`src/rtl/slvsh_pkg.sv`:
```
package slvsh_pkg;

    // Host pins after synchronisation into the system clock domain
    typedef struct packed {
        logic sclk;
        logic cs_n;
        logic rd_n;
        logic sdin;
    } pins_t;

    localparam pins_t PINS_IDLE = '{sclk: 1'b0, cs_n: 1'b1, rd_n: 1'b1, sdin: 1'b0};

endpackage

```
`src/rtl/slvsh_sync.sv`:
```
module slvsh_sync #(
    parameter int          W       = 4,
    parameter int          STAGES  = 2,
    parameter logic [W-1:0] RST_VAL = '0
) (
    input  logic         clk,
    input  logic         rst_n,
    input  logic [W-1:0] d,
    output logic [W-1:0] q
);
    logic [W-1:0] stg_d [STAGES];
    logic [W-1:0] stg_q [STAGES];

    always_comb begin
        stg_d[0] = d;
        for (int i = 1; i < STAGES; i++) begin
            stg_d[i] = stg_q[i-1];
        end
    end

    always_ff @(posedge clk or negedge rst_n) begin
        if (!rst_n) begin
            for (int i = 0; i < STAGES; i++) stg_q[i] <= RST_VAL;
        end else begin
            for (int i = 0; i < STAGES; i++) stg_q[i] <= stg_d[i];
        end
    end

    assign q = stg_q[STAGES-1];
endmodule

```
`src/rtl/slvsh_edge.sv`:
```
module slvsh_edge (
    input  logic clk,
    input  logic rst_n,
    input  logic sclk_s,
    input  logic cs_n_s,
    input  logic rd_n_s,
    output logic act,
    output logic start,
    output logic rise,
    output logic fall
);
    typedef struct packed {
        logic sclk;
        logic act;
    } edge_st_t;

    edge_st_t st_d, st_q;

    always_comb begin
        act      = !cs_n_s && !rd_n_s;
        start    = act && !st_q.act;
        rise     = act && st_q.act && sclk_s && !st_q.sclk;
        fall     = act && st_q.act && !sclk_s && st_q.sclk;
        st_d.sclk = sclk_s;
        st_d.act  = act;
    end

    always_ff @(posedge clk or negedge rst_n) begin
        if (!rst_n) st_q <= '0;
        else        st_q <= st_d;
    end
endmodule

```
`src/rtl/slvsh_shift.sv`:
```
module slvsh_shift #(
    parameter int DW = 16,
    localparam int CW = $clog2(DW + 1)
) (
    input  logic          clk,
    input  logic          rst_n,
    input  logic          act,
    input  logic          start,
    input  logic          rise,
    input  logic          fall,
    input  logic          sdin_s,
    input  logic          busy,
    input  logic          upd,
    input  logic [DW-1:0] upd_word,
    input  logic [DW-1:0] hold_word,
    output logic          sdout,
    output logic          tick,
    output logic          done,
    output logic [CW-1:0] cnt_o
);
    typedef struct packed {
        logic [DW-1:0] sr;
        logic          cap;
        logic [CW-1:0] cnt;
        logic          armed;
    } shf_st_t;

    shf_st_t st_d, st_q;

    always_comb begin
        st_d = st_q;
        tick = 1'b0;
        done = 1'b0;
        if (upd) begin
            st_d.sr    = upd_word;
            st_d.cnt   = '0;
            st_d.armed = 1'b0;
        end else if (start) begin
            st_d.sr    = hold_word;
            st_d.cnt   = '0;
            st_d.armed = 1'b0;
        end else if (act) begin
            if (rise) begin
                st_d.cap   = sdin_s && !busy;
                st_d.armed = 1'b1;
                if (st_q.cnt != CW'(DW)) begin
                    st_d.cnt = st_q.cnt + 1'b1;
                    tick     = 1'b1;
                    done     = (st_q.cnt == CW'(DW - 1));
                end
            end else if (fall && st_q.armed) begin
                st_d.sr = {st_q.sr[DW-2:0], st_q.cap};
            end
        end
    end

    always_ff @(posedge clk or negedge rst_n) begin
        if (!rst_n) st_q <= '0;
        else        st_q <= st_d;
    end

    assign sdout = act && st_q.sr[DW-1];
    assign cnt_o = st_q.cnt;
endmodule

```
`src/rtl/slvsh_conv.sv`:
```
module slvsh_conv #(
    parameter int DW = 16
) (
    input  logic          clk,
    input  logic          rst_n,
    input  logic          busy,
    input  logic          res_load,
    input  logic [DW-1:0] res_data,
    input  logic          tick,
    input  logic          done,
    output logic          upd,
    output logic [DW-1:0] upd_word,
    output logic [DW-1:0] hold_word,
    output logic          rd_err
);
    typedef struct packed {
        logic [DW-1:0] pend;
        logic [DW-1:0] hold;
        logic          busy;
        logic          started;
        logic          err;
    } conv_st_t;

    conv_st_t st_d, st_q;

    always_comb begin
        st_d      = st_q;
        upd       = !busy && st_q.busy;
        upd_word  = res_load ? res_data : st_q.pend;
        st_d.busy = busy;
        st_d.pend = upd_word;
        st_d.err  = 1'b0;
        if (upd) begin
            st_d.hold    = upd_word;
            st_d.started = 1'b0;
            st_d.err     = st_q.started;
        end else if (busy && tick) begin
            st_d.started = !done;
        end
    end

    always_ff @(posedge clk or negedge rst_n) begin
        if (!rst_n) st_q <= '0;
        else        st_q <= st_d;
    end

    assign hold_word = st_q.hold;
    assign rd_err    = st_q.err;
endmodule

```
`src/rtl/cascade_ser_out.sv`:
```
module cascade_ser_out #(
    parameter int DW         = 16,
    parameter int SYNC_DEPTH = 2
) (
    input  logic          clk,
    input  logic          rst_n,
    input  logic          sclk,
    input  logic          cs_n,
    input  logic          rd_n,
    input  logic          sdin,
    input  logic          busy,
    input  logic          res_load,
    input  logic [DW-1:0] res_data,
    output logic          sdout,
    output logic          rd_err
);
    import slvsh_pkg::*;

    localparam int CW = $clog2(DW + 1);
    localparam int PW = $bits(pins_t);

    pins_t          pins_raw, pins_s;
    logic           act, start, rise, fall;
    logic           tick, done, upd;
    logic [DW-1:0]  upd_word, hold_word;
    logic [CW-1:0]  bit_cnt;

    assign pins_raw = '{sclk: sclk, cs_n: cs_n, rd_n: rd_n, sdin: sdin};

    slvsh_sync #(.W(PW), .STAGES(SYNC_DEPTH), .RST_VAL(PINS_IDLE)) u_sync (
        .clk(clk), .rst_n(rst_n), .d(pins_raw), .q(pins_s)
    );

    slvsh_edge u_edge (
        .clk(clk), .rst_n(rst_n),
        .sclk_s(pins_s.sclk), .cs_n_s(pins_s.cs_n), .rd_n_s(pins_s.rd_n),
        .act(act), .start(start), .rise(rise), .fall(fall)
    );

    slvsh_shift #(.DW(DW)) u_shift (
        .clk(clk), .rst_n(rst_n),
        .act(act), .start(start), .rise(rise), .fall(fall),
        .sdin_s(pins_s.sdin), .busy(busy),
        .upd(upd), .upd_word(upd_word), .hold_word(hold_word),
        .sdout(sdout), .tick(tick), .done(done), .cnt_o(bit_cnt)
    );

    slvsh_conv #(.DW(DW)) u_conv (
        .clk(clk), .rst_n(rst_n), .busy(busy),
        .res_load(res_load), .res_data(res_data),
        .tick(tick), .done(done),
        .upd(upd), .upd_word(upd_word), .hold_word(hold_word),
        .rd_err(rd_err)
    );
endmodule

```
`config.mk`:
```
export PLATFORM = sky130hd
export DESIGN_NAME = cascade_ser_out
export DESIGN_NICKNAME = d
export VERILOG_FILES = /design/src/rtl/slvsh_pkg.sv /design/src/rtl/slvsh_sync.sv /design/src/rtl/slvsh_edge.sv /design/src/rtl/slvsh_shift.sv /design/src/rtl/slvsh_conv.sv /design/src/rtl/cascade_ser_out.sv
export SDC_FILE = /design/constraint.sdc
export NUM_CORES = 1
export LEC_CHECK = 0
export CAP_MARGIN = 0
export CORE_ASPECT_RATIO = 0.9
export CORE_MARGIN = 2
export CORE_UTILIZATION = 25
export CTS_BUF_LIST = sky130_fd_sc_hd__clkbuf_4 sky130_fd_sc_hd__clkbuf_8
export DETAILED_ROUTE_END_ITERATION = 16
export PLACE_DENSITY = 0.52
export SETUP_SLACK_MARGIN = 0.4
export SYNTH_ARGS = -nofsm -noshare
export SYNTH_HDL_FRONTEND = slang
export SYNTH_HIERARCHICAL = 1
export SYNTH_SLANG_ARGS = --single-unit
```
`constraint.sdc`:
```
create_clock -name clk -period 3.55 [get_ports clk]
set_clock_uncertainty 0.1 [all_clocks]
set_input_delay 0.355 -clock clk [delete_from_list [all_inputs] [get_ports clk]]
set_output_delay 0.355 -clock clk [all_outputs]
set_load 0.05 [all_outputs]
```
==> results.json <==
{
  "outcome": "finished clean",
  "gp_congestion": 0.7009,
  "cts.sinks": 68,
  "use_met2_pct": 13.85,
  "antenna_found_initial": 0,
  "portBuffers": 25,
  "holdWs_ns": 0.09827,
  "start_util_pct": 25.86,
  "grt.overflow.total": 0,
  "postCtsHoldBufs": 0,
  "clk_path_buf_depth": 2,
  "worstPathArrival_ns": 1.88,
  "slew_violations": 0,
  "ys.warnings.count": 6,
  "fmax_ghz": 0.4280,
  "avgSynthCellArea_um2": 12.06,
  "cts_root_buffer": "clkbuf_8",
  "drtIter0Drc": 160,
  "place_inst": 405,
  "drc": 0,
  "powerDensity_nw_per_um2": 508.1,
  "h-tree-depth": 3,
  "grt.total_usage_pct": 9.343,
  "startpoint_type": "flip-flop",
  "nets": 283,
  "cts_tree": "built",
  "met1_usage_pct": 12.33,
  "hold_class": "primary input to asynchronous set/reset pin",
  "avgViaCountPerCell": 4.330,
  "slowest_stage": "clkdlybuf4s50_1",
  "globalRoute.busiestLayer": "met2",
  "cpPeakStageDelay_ns": 0.80,
  "postCtsResizedCells": 0,
  "drt_wl_total_um": 5661,
  "core-area_um2": 12120,
  "fin_crit_sh_pct": 65.81,
  "grt_pass1_wl_um": 9459,
  "leakage_nw": 1.541,
  "synth.net_count": 287,
  "grt_pass1_vias": 1794,
  "wl_per_cell_um": 13.45,
  "setup_viol": 0,
  "synthCells": 260,
  "clkTransAtPathRegs_ns": 0.07,
  "cap_violations": 0,
  "first_pass_iters": 4,
  "critPathKind": "flip-flop to output port",
  "tns_ns": 0,
  "diodes": 0,
  "cp-end-kind": "output port",
  "fin_cells": 421,
  "hold_viol_final": 0,
  "row_count": 38,
  "vias": 1823,
  "die_h_um": 110.2,
  "crit_chain": "nor2_2, and2_1, clkdlybuf4s50_1",
  "io_pins": 26,
  "critPathRequiredTime_ns": 3.09,
  "grt_max_degree": 69,
  "fin_crit_ns": 2.336,
  "worst_slew_pin_slew_ns": 0.8650,
  "clk_latency_ns": 0.35,
  "vdd_drop_max_mv": 0.1469,
  "syn_area_um2": 3136,
  "critical_path.max_fanout": 7,
  "rsz0062_at_grt": "false",
  "use_met3_pct": 3.858,
  "die_w_um": 122.1,
  "slew_headroom_pct": 42.34,
  "drive_gt1_share_pct": 20.69,
  "die-area_um2": 13460,
  "cts-buffers-inserted": 9,
  "dp_hpwl_um": 3625,
  "syn2layout_area_growth_pct": 10.02,
  "cts_setup_buffers": 0,
  "antenna_left": 0
}
-- cells in the final DEF (no fill, tap or decap), drive strengths merged, types with 2 or more instances in the layout --
cell and instances:
a221o 16, a22o 16, dfstp 4, nor2 8, nand2 53, nand3 2
nor3 2, o21ai 4, clkbuf 12, dfrtp 64, clkinv 2, mux2 16
and4b 3, a21oi 2, ha 3, clkdlybuf4s50 24, buf 5, and2 4
inv 5
-- sequential cells by signal, indices dropped and copies added (netlist names) --
signal,cells
u_conv/st_q,18
u_shift/st_q,18
u_conv/hold_word,16
u_shift/cnt_o,5
u_sync/q,4
u_sync/stg_d,4
u_edge/st_q,2
u_conv/rd_err,1
-- path summary, 6_finish.rpt --
path                            startpoint          endpoint  slack, ns  cells past startpoint
min reg2reg                u_sync/stg_d[0]       u_sync/q[0]       0.25                      0
min in group clk           u_sync/stg_d[0]       u_sync/q[0]       0.25                      0
max                            u_sync/q[1]             sdout       1.21                      3
max reg2reg                 u_conv/st_q[2]    u_conv/st_q[1]       1.47                      7
max in group asynchronous            rst_n  u_shift/cnt_o[0]       2.68                      2
min                                  rst_n   u_conv/st_q[21]        0.1                      2
-- per-layer routing --
| metal | wire, um | vias to the layer above |
|---|---|---|
| met5 | 0 | - |
| li1 | - | 865 |
| met3 | 280 | 6 |
| met1 | 2840 | 916 |
| met2 | 2477 | 36 |
| met4 | 61 | 0 |
-- stage by stage --
step / setup WS (ns) / area, um2 / utilization (%) / total power [mW]
after global routing: 1.096 / 3450 / 28.45 / 1.845
after detailed placement: 0.8774 / 3243 / 26.75 / 1.118
after global placement: 0.9136 / 3243 / 26.75 / 1.111
after floorplan: 1.453 / 3136 / - / 1.105
final: 1.214 / 3450 / 28.45 / 1.753
after CTS: 1.169 / 3450 / 28.45 / 1.786
-- area by class of cell --
type / count / area, um2
clock buffers: 12 / 158.9
clock inverters: 4 / 47.55
multi-input cells: 143 / 1037
flip-flops and latches: 68 / 1707
well taps: 160 / 200.2
fillers: 1252 / 8675
inverters: 5 / 23.77
repair buffers: 29 / 275.3
-- critical path, delay by kind of cell, from the launching register on --
family	cells	cell delay, ns
buffers and inverters	1	0.80
flip-flops	1	0.37
AND/OR/NAND/NOR	2	0.36
-- power breakdown --
| group | leakage (nW) | internal [mW] | switching, mW | total (mW) |
|---|---|---|---|---|
| combinational | 0.600 | 0.103 | 0.0944 | 0.198 |
| clock | 0.106 | 0.368 | 0.285 | 0.653 |
| sequential | 0.836 | 0.860 | 0.0420 | 0.902 |
| total | 1.54 | 1.33 | 0.421 | 1.75 |
(Power assumes the default switching activity.)
